File: config.mk
export PLATFORM = sky130hd
export DESIGN_NAME = ic_level_ctrl
export DESIGN_NICKNAME = d
export VERILOG_FILES = /design/src/rtl/ic_level_pkg.sv /design/src/rtl/ic_mask_reg.sv /design/src/rtl/ic_sw_pend.sv /design/src/rtl/ic_out_stage.sv /design/src/rtl/ic_regif.sv /design/src/rtl/ic_level_ctrl.sv
export SDC_FILE = /design/constraint.sdc
export NUM_CORES = 1
export LEC_CHECK = 0
export BUFFER_PORTS_ARGS = -buffer_cell sky130_fd_sc_hd__buf_2
export CORE_MARGIN = 1
export CORE_UTILIZATION = 40
export CTS_BUF_LIST = sky130_fd_sc_hd__clkbuf_16
export DETAILED_ROUTE_END_ITERATION = 12
export GPL_TIMING_DRIVEN = 0
export PLACE_DENSITY = 0.69
export SYNTH_ARGS = -nofsm -noshare
export SYNTH_HDL_FRONTEND = slang
export SYNTH_SLANG_ARGS = --single-unit
File: constraint.sdc
create_clock -name clk_i -period 1.2 [get_ports clk_i]
set_input_delay 0.06 -clock clk_i [delete_from_list [all_inputs] [get_ports clk_i]]
set_output_delay 0.06 -clock clk_i [all_outputs]
set_load 0.01 [all_outputs]
File: src/rtl/ic_level_pkg.sv
package ic_level_pkg;
  localparam int unsigned W_IRQ_STAT = 0;
  localparam int unsigned W_RAW      = 1;
  localparam int unsigned W_IRQ_SET  = 2;
  localparam int unsigned W_IRQ_CLR  = 3;
  localparam int unsigned W_SW_SET   = 4;
  localparam int unsigned W_SW_CLR   = 5;
  localparam int unsigned W_FIQ_STAT = 8;
  localparam int unsigned W_FIQ_RAW  = 9;
  localparam int unsigned W_FIQ_SET  = 10;
  localparam int unsigned W_FIQ_CLR  = 11;

  localparam int unsigned N_CHAN = 2;  // 0: normal, 1: fast

  typedef struct packed {
    logic [N_CHAN-1:0] en_set;
    logic [N_CHAN-1:0] en_clr;
    logic              sw_set;
    logic              sw_clr;
  } wr_dec_t;
endpackage

File: src/rtl/ic_mask_reg.sv
module ic_mask_reg #(
  parameter int unsigned N_SRC = 32
) (
  input  logic             clk_i,
  input  logic             rst_ni,
  input  logic             set_i,
  input  logic             clr_i,
  input  logic [N_SRC-1:0] bits_i,
  output logic [N_SRC-1:0] mask_o
);
  always_ff @(posedge clk_i or negedge rst_ni) begin
    if (!rst_ni)    mask_o <= '0;
    else if (set_i) mask_o <= mask_o | bits_i;
    else if (clr_i) mask_o <= mask_o & ~bits_i;
  end
endmodule

File: src/rtl/ic_sw_pend.sv
module ic_sw_pend (
  input  logic clk_i,
  input  logic rst_ni,
  input  logic set_i,
  input  logic clr_i,
  input  logic bit_i,
  output logic pend_o
);
  always_ff @(posedge clk_i or negedge rst_ni) begin
    if (!rst_ni)               pend_o <= 1'b0;
    else if (set_i && bit_i)   pend_o <= 1'b1;
    else if (clr_i && bit_i)   pend_o <= 1'b0;
  end
endmodule

File: src/rtl/ic_out_stage.sv
module ic_out_stage #(
  parameter int unsigned N_SRC = 32
) (
  input  logic             clk_i,
  input  logic             rst_ni,
  input  logic [N_SRC-1:0] level_i,
  input  logic [N_SRC-1:0] mask_i,
  output logic             req_o
);
  always_ff @(posedge clk_i or negedge rst_ni) begin
    if (!rst_ni) req_o <= 1'b0;
    else         req_o <= |(level_i & mask_i);
  end
endmodule

File: src/rtl/ic_regif.sv
module ic_regif
  import ic_level_pkg::*;
#(
  parameter int unsigned N_SRC  = 32,
  parameter int unsigned ADDR_W = 6,
  parameter int unsigned DATA_W = 32
) (
  input  logic              clk_i,
  input  logic              rst_ni,
  input  logic              req_i,
  input  logic              we_i,
  input  logic [ADDR_W-1:0] addr_i,
  input  logic [N_SRC-1:0]  level_i,
  input  logic [N_SRC-1:0]  irq_en_i,
  input  logic [N_SRC-1:0]  fiq_en_i,
  output wr_dec_t           dec_o,
  output logic [DATA_W-1:0] rdata_o
);
  logic wr, rd;
  logic [DATA_W-1:0] rd_mux;

  assign wr = req_i & we_i;
  assign rd = req_i & ~we_i;

  always_comb begin
    dec_o           = '0;
    dec_o.en_set[0] = wr && (addr_i == ADDR_W'(W_IRQ_SET));
    dec_o.en_clr[0] = wr && (addr_i == ADDR_W'(W_IRQ_CLR));
    dec_o.en_set[1] = wr && (addr_i == ADDR_W'(W_FIQ_SET));
    dec_o.en_clr[1] = wr && (addr_i == ADDR_W'(W_FIQ_CLR));
    dec_o.sw_set    = wr && (addr_i == ADDR_W'(W_SW_SET));
    dec_o.sw_clr    = wr && (addr_i == ADDR_W'(W_SW_CLR));
  end

  always_comb begin
    rd_mux = '0;
    if      (addr_i == ADDR_W'(W_IRQ_STAT)) rd_mux = DATA_W'(level_i & irq_en_i);
    else if (addr_i == ADDR_W'(W_RAW))      rd_mux = DATA_W'(level_i);
    else if (addr_i == ADDR_W'(W_IRQ_SET))  rd_mux = DATA_W'(irq_en_i);
    else if (addr_i == ADDR_W'(W_SW_SET))   rd_mux = DATA_W'(level_i[0]);
    else if (addr_i == ADDR_W'(W_FIQ_STAT)) rd_mux = DATA_W'(level_i & fiq_en_i);
    else if (addr_i == ADDR_W'(W_FIQ_RAW))  rd_mux = DATA_W'(level_i);
    else if (addr_i == ADDR_W'(W_FIQ_SET))  rd_mux = DATA_W'(fiq_en_i);
  end

  always_ff @(posedge clk_i or negedge rst_ni) begin
    if (!rst_ni)  rdata_o <= '0;
    else if (rd)  rdata_o <= rd_mux;
  end
endmodule

File: src/rtl/ic_level_ctrl.sv
module ic_level_ctrl
  import ic_level_pkg::*;
#(
  parameter int unsigned N_SRC  = 32,
  parameter int unsigned ADDR_W = 6,
  parameter int unsigned DATA_W = 32
) (
  input  logic              clk_i,
  input  logic              rst_ni,
  input  logic [N_SRC-1:0]  src_i,
  input  logic              req_i,
  input  logic              we_i,
  input  logic [ADDR_W-1:0] addr_i,
  input  logic [DATA_W-1:0] wdata_i,
  output logic [DATA_W-1:0] rdata_o,
  output logic              irq_o,
  output logic              fiq_o
);
  wr_dec_t          dec;
  logic             sw_pend;
  logic [N_SRC-1:0] level;
  logic [N_SRC-1:0] wbits;
  logic [N_SRC-1:0] en_q [N_CHAN];
  logic [N_CHAN-1:0] req_q;
  logic [N_SRC-1:0] irq_en, fiq_en;

  assign wbits  = wdata_i[N_SRC-1:0];
  assign level  = src_i | {{(N_SRC-1){1'b0}}, sw_pend};
  assign irq_en = en_q[0];
  assign fiq_en = en_q[1];
  assign irq_o  = req_q[0];
  assign fiq_o  = req_q[1];

  ic_regif #(.N_SRC(N_SRC), .ADDR_W(ADDR_W), .DATA_W(DATA_W)) u_regif (
    .clk_i, .rst_ni, .req_i, .we_i, .addr_i,
    .level_i(level), .irq_en_i(irq_en), .fiq_en_i(fiq_en),
    .dec_o(dec), .rdata_o
  );

  ic_sw_pend u_sw (
    .clk_i, .rst_ni, .set_i(dec.sw_set), .clr_i(dec.sw_clr),
    .bit_i(wdata_i[0]), .pend_o(sw_pend)
  );

  for (genvar c = 0; c < N_CHAN; c++) begin : g_chan
    ic_mask_reg #(.N_SRC(N_SRC)) u_mask (
      .clk_i, .rst_ni, .set_i(dec.en_set[c]), .clr_i(dec.en_clr[c]),
      .bits_i(wbits), .mask_o(en_q[c])
    );
    ic_out_stage #(.N_SRC(N_SRC)) u_out (
      .clk_i, .rst_ni, .level_i(level), .mask_i(en_q[c]), .req_o(req_q[c])
    );
  end
endmodule

# Word level (Yosys, flattened, before mapping)
# Cells that the tools add are included.
[totals] output_inout_bits=34 ff_bits=99 in_bits=74 wordCells=53
[op_classes] reduce_logical=14 mux=13 bitwise_logic=11 eq_ne=9
[op_table] cell="two-way mux 32 bit" count=11
[op_table] cell="bitwise AND 32 bit" count=4
[op_table] cell="OR 32 bit" count=2
[op_table] cell="OR reduction 32 bit" count=2
[op_table] cell="inverter 32 bit" count=1
[op_table] cell="OR 32 x 1 -> 32 bit" count=1
[op_table] cell="== test 6 x 4 -> 1 bit (second input constant)" count=4
[op_table] cell="== test 6 x 2 -> 1 bit (second input constant)" count=2
[op_table] cell="== test 6 x 3 -> 1 bit (second input constant)" count=2
[op_table] cell="logical AND 1 bit" count=8
[op_table] cell="== test 6 x 1 -> 1 bit (second input constant)" count=1
[op_table] cell="zero test 6 bit" count=1
[op_table] cell="nonzero test 2 bit" count=3
[op_table] cell="bitwise AND 1 bit" count=2
[op_table] cell="two-way mux 1 bit" count=2
[op_table] cell="inverter 1 bit" count=1

# Logic depth before layout (Yosys ltp)
[logic_depth] word_depth=8 mapped_depth=6 depth_no_buf=4

# By module
# From an unflattened synthesis, not the netlist that was laid out.
[unflattened] cells_unflattened=450 hier_area_um2=4817.1
[modules_own_cells] mod="ic_mask_reg" instances=2 area_each_um2=1249.9 seq_area_each_um2=800.8 cells_each=102
[modules_own_cells] mod="ic_regif" instances=1 area_each_um2=1908.1 seq_area_each_um2=800.8 cells_each=198
[modules_own_cells] mod="ic_out_stage" instances=2 area_each_um2=182.7 seq_area_each_um2=25.0 cells_each=22
[modules_own_cells] mod="ic_sw_pend" instances=1 area_each_um2=37.5 seq_area_each_um2=25.0 cells_each=3
[modules_own_cells] mod="ic_level_ctrl" instances=1 area_each_um2=6.3 seq_area_each_um2=0.0 cells_each=1

# Worst setup path before layout
# Ideal clock, no wire load.
[synth_path] path_type="input port to flip-flop" startpoint="input port addr_i[2]" endpoint="register with a tool-made name" n_path_buf=1 path_stages=5 setup_time_ns=0.125 required_time_ns=1.075 arrival_ns=1.237 path_slack_ns=-0.162 cell_sequence="or3_4 -> nor3_4 -> buf_6 -> nand2_1 -> mux2_4"
[synth_lines] item="start, declared" line="ic_level_ctrl.sv:13" rtl="input logic [ADDR_W-1:0] addr_i,"

==> flow_summary.toml <==
[outcome]
status = "finished with violations"
violations = "hold timing, setup timing"

[timing]
slew_headroom = 0.536
rsz0062_at_grt = "true"
finalSetupViolCount = 50
setup_ws_ps = -234
worst_pin_slew_ps = 695
final_max_slew_viol_count = 0
hold_ws_ps = -3.69
period_share = 1.19
fin_crit_ps = 1430
fmax_mhz = 697
hold_viol = 2
finClkSkew_ps = 8.09

[die]
initial_utilization = 0.411
io_pins = 108
die_w_um = 113
rows = 40
core_um2 = 12100
fp.dieH_um = 113
die_area_um2 = 12800

[clocking]
root_buffer = "clkbuf_16"
clock_sinks = 99
htree_num_levels = 3
cts_tree = "done"
clk_pin_slew_ps = 70
clockBufferDepth = 2
cts_buffers = 9
clk_latency_ps = 350

[final_layout]
fillerInstances = 1010
final_cells = 820
multi_input_area_um2 = 2550
final_area_um2 = 6980
final_common_cell = "buf_2"
drive_gt1_frac = 0.399
num_antenna_cells = 0
final_cell_mix = "107 x buf_2, 98 x dfrtp_1, 62 x nand2_1"
nNetsFinal = 721
seqCellArea_um2 = 2480
area_delta_synth_final_pct = 40.7

[setup_path]
crit_slowest_cell = "dfrtp_1"
crit_type = "reg2reg"
worst_ep_required_time_ps = 1420
reg2reg_setup_slack_ps = -230
slowest_delay_ps = 420
cp.arrival_ps = 1650
crit_fanout = 2
cp-end-kind = "register"
r2r-end = "g_chan[0].u_out.req_o$_DFF_PN0_"
crit_chain = "a22oi_2 > nand4_1 > nor4_4 > nand2_1"
reg2reg_depth = 4
start_kind = "register"

[detailed_routing]
drt_pre_antenna_iters = 6
drt-initial-drc-count = 478
viasPerCell = 5.74
antenna_left = 0
finalWirelength_mm = 16.5
routedWlPerCell_um = 20.1
drcViolationCount = 0
via_count = 4709

[place]
io_buffers = 105
hpwl_mm = 11.3
place_area_um2 = 5750
pre_cts_slack_ps = -516
gp_congestion = 0.888
placed_cells_incl_taps = 763

[synthesis]
synth_enable_flop_cells = 0
yosys_warnings = 0
syn_inst = 489
syn_area_um2 = 4960
yosysTopAreaCell = "dfrtp_1"
synth_nets = 563
synth_area_per_cell_um2 = 10.1
async_reset_ff_frac = 1.00
ys.flop_type = "dfrtp_1"
synthTopCellsByArea = "dfrtp_1 50%, nand2_1 7.3%, a22o_1 5.5%"
synth_cell_types = 32
ys_seq_elements = 99
synth_top_area_share = 0.499
ys_seq_area_frac = 0.499

[min_path]
min-delay-start = "wdata_i[5]"
whs_path_depth = 2
hold_class = "in2reg"

[grt]
grt_pass1_wl_mm = 25.0
grt_usage = 0.259
overflow = 0
grt_max_degree = 53
antenna_found_initial = 0
grt_pass1_vias = 4541

[power]
p_per_area_nw_per_um2 = 1210
pwr-share-comb = 0.164
swShare = 0.265
intPower_mw = 6.22
ir_drop_mv = 0.681
p_leak_nw = 3.43
power_switching_mw = 2.24
p_clk_frac = 0.391
pwr-share-seq = 0.445

[run]
max_cap_viol_count = 0
[area by class of cell]
class | count | area share
multi-input cells | 334 | 0.366
inverters | 20 | 0.0113
well taps | 168 | 0.0301
plain buffers | 35 | 0.0326
clock inverters | 7 | 0.0165
repair buffers | 148 | 0.156
clock buffers | 9 | 0.0323
flip-flops and latches | 99 | 0.355
[critical path, delay by kind of cell, from the launching register on]
kind,cells,cell delay [ps]
and+or+nand+nor,3,650
AOI/OAI and AO/OA,1,240
DFF,1,420
[logic make-up (layout without fill, tap and decap cells)]
kind of cell / after synthesis / after routing / synth area share
AOI/OAI and AO/OA: 149 / 149 / 0.216
and+or+nand+nor: 137 / 137 / 0.122
DFF: 99 / 99 / 0.499
buffers and inverters: 56 / 219 / 0.0484
muxes: 48 / 48 / 0.114
[metrics by stage]
| stage | util | hold slack, ps | total power [mW] | setup TNS (ps) |
|---|---|---|---|---|
| 2_1_floorplan | - | -236 | 4.39 | -5180 |
| 3_3_place_gp | 0.474 | 313 | 4.92 | -128240 |
| 3_5_place_dp | 0.477 | 144 | 4.97 | -40360 |
| 4_1_cts | 0.561 | 0.222 | 8.38 | -4500 |
| 5_1_grt | 0.579 | 1.59 | 8.75 | -4650 |
| 6_report | 0.579 | -3.69 | 8.46 | -2260 |
[Yosys cell counts, drive strengths merged (2+ instances only)]
library cell / n
clkbuf: 18
a222oi: 2
mux2i: 18
nand3: 4
nor4: 6
nor3b: 2
a22o: 31
buf: 18
mux2: 30
nor2: 19
o22ai: 31
a21oi: 18
nand2: 96
nand4: 6
o31ai: 32
a22oi: 29
dfrtp: 99
o21ai: 2
inv: 20
[power by group through the flow]
stage | Sequential (mW) | Combinational, mW | Clock, mW
final | 3.77 | 1.39 | 3.31
after detailed placement | 3.81 | 1.16 | 0
after floorplan | 3.78 | 0.616 | 0
after global routing | 3.79 | 1.50 | 3.47
after global placement | 3.80 | 1.13 | 0
after CTS | 3.76 | 1.30 | 3.33
[repair_timing]
item                                    CTS  global route
endpoints found under the setup margin   69            92
endpoints found under the hold margin    70             0
setup buffers                            12             7
gates resized for setup                  81            43
gates cloned                              4             1
pin swaps                                23            16
hold buffers                             19             0
[routing by layer]
layer | share of wire | up-vias | wire [um] | global-route usage
li1 | - | 2117 | - | -
met1 | 0.43 | 2341 | 7030 | 0.342
met2 | 0.48 | 224 | 7930 | 0.422
met3 | 0.070 | 27 | 1150 | 0.0536
met4 | 0.024 | 0 | 400 | 0.0895
met5 | 0 | - | 0 | 0
[worst max-delay path by stage]
stage | to | cells past startpoint
after CTS | g_chan[1].u_out.req_o$_DFF_PN0_ | 4
final | g_chan[0].u_out.req_o$_DFF_PN0_ | 4
after global placement | u_regif.rdata_o[17]$_DFFE_PN0P_ | 1
after detailed placement | register | 6
after floorplan | register | 5
after global routing | g_chan[0].u_out.req_o$_DFF_PN0_ | 4
No activity file was read; power rests on OpenSTA's default activity.
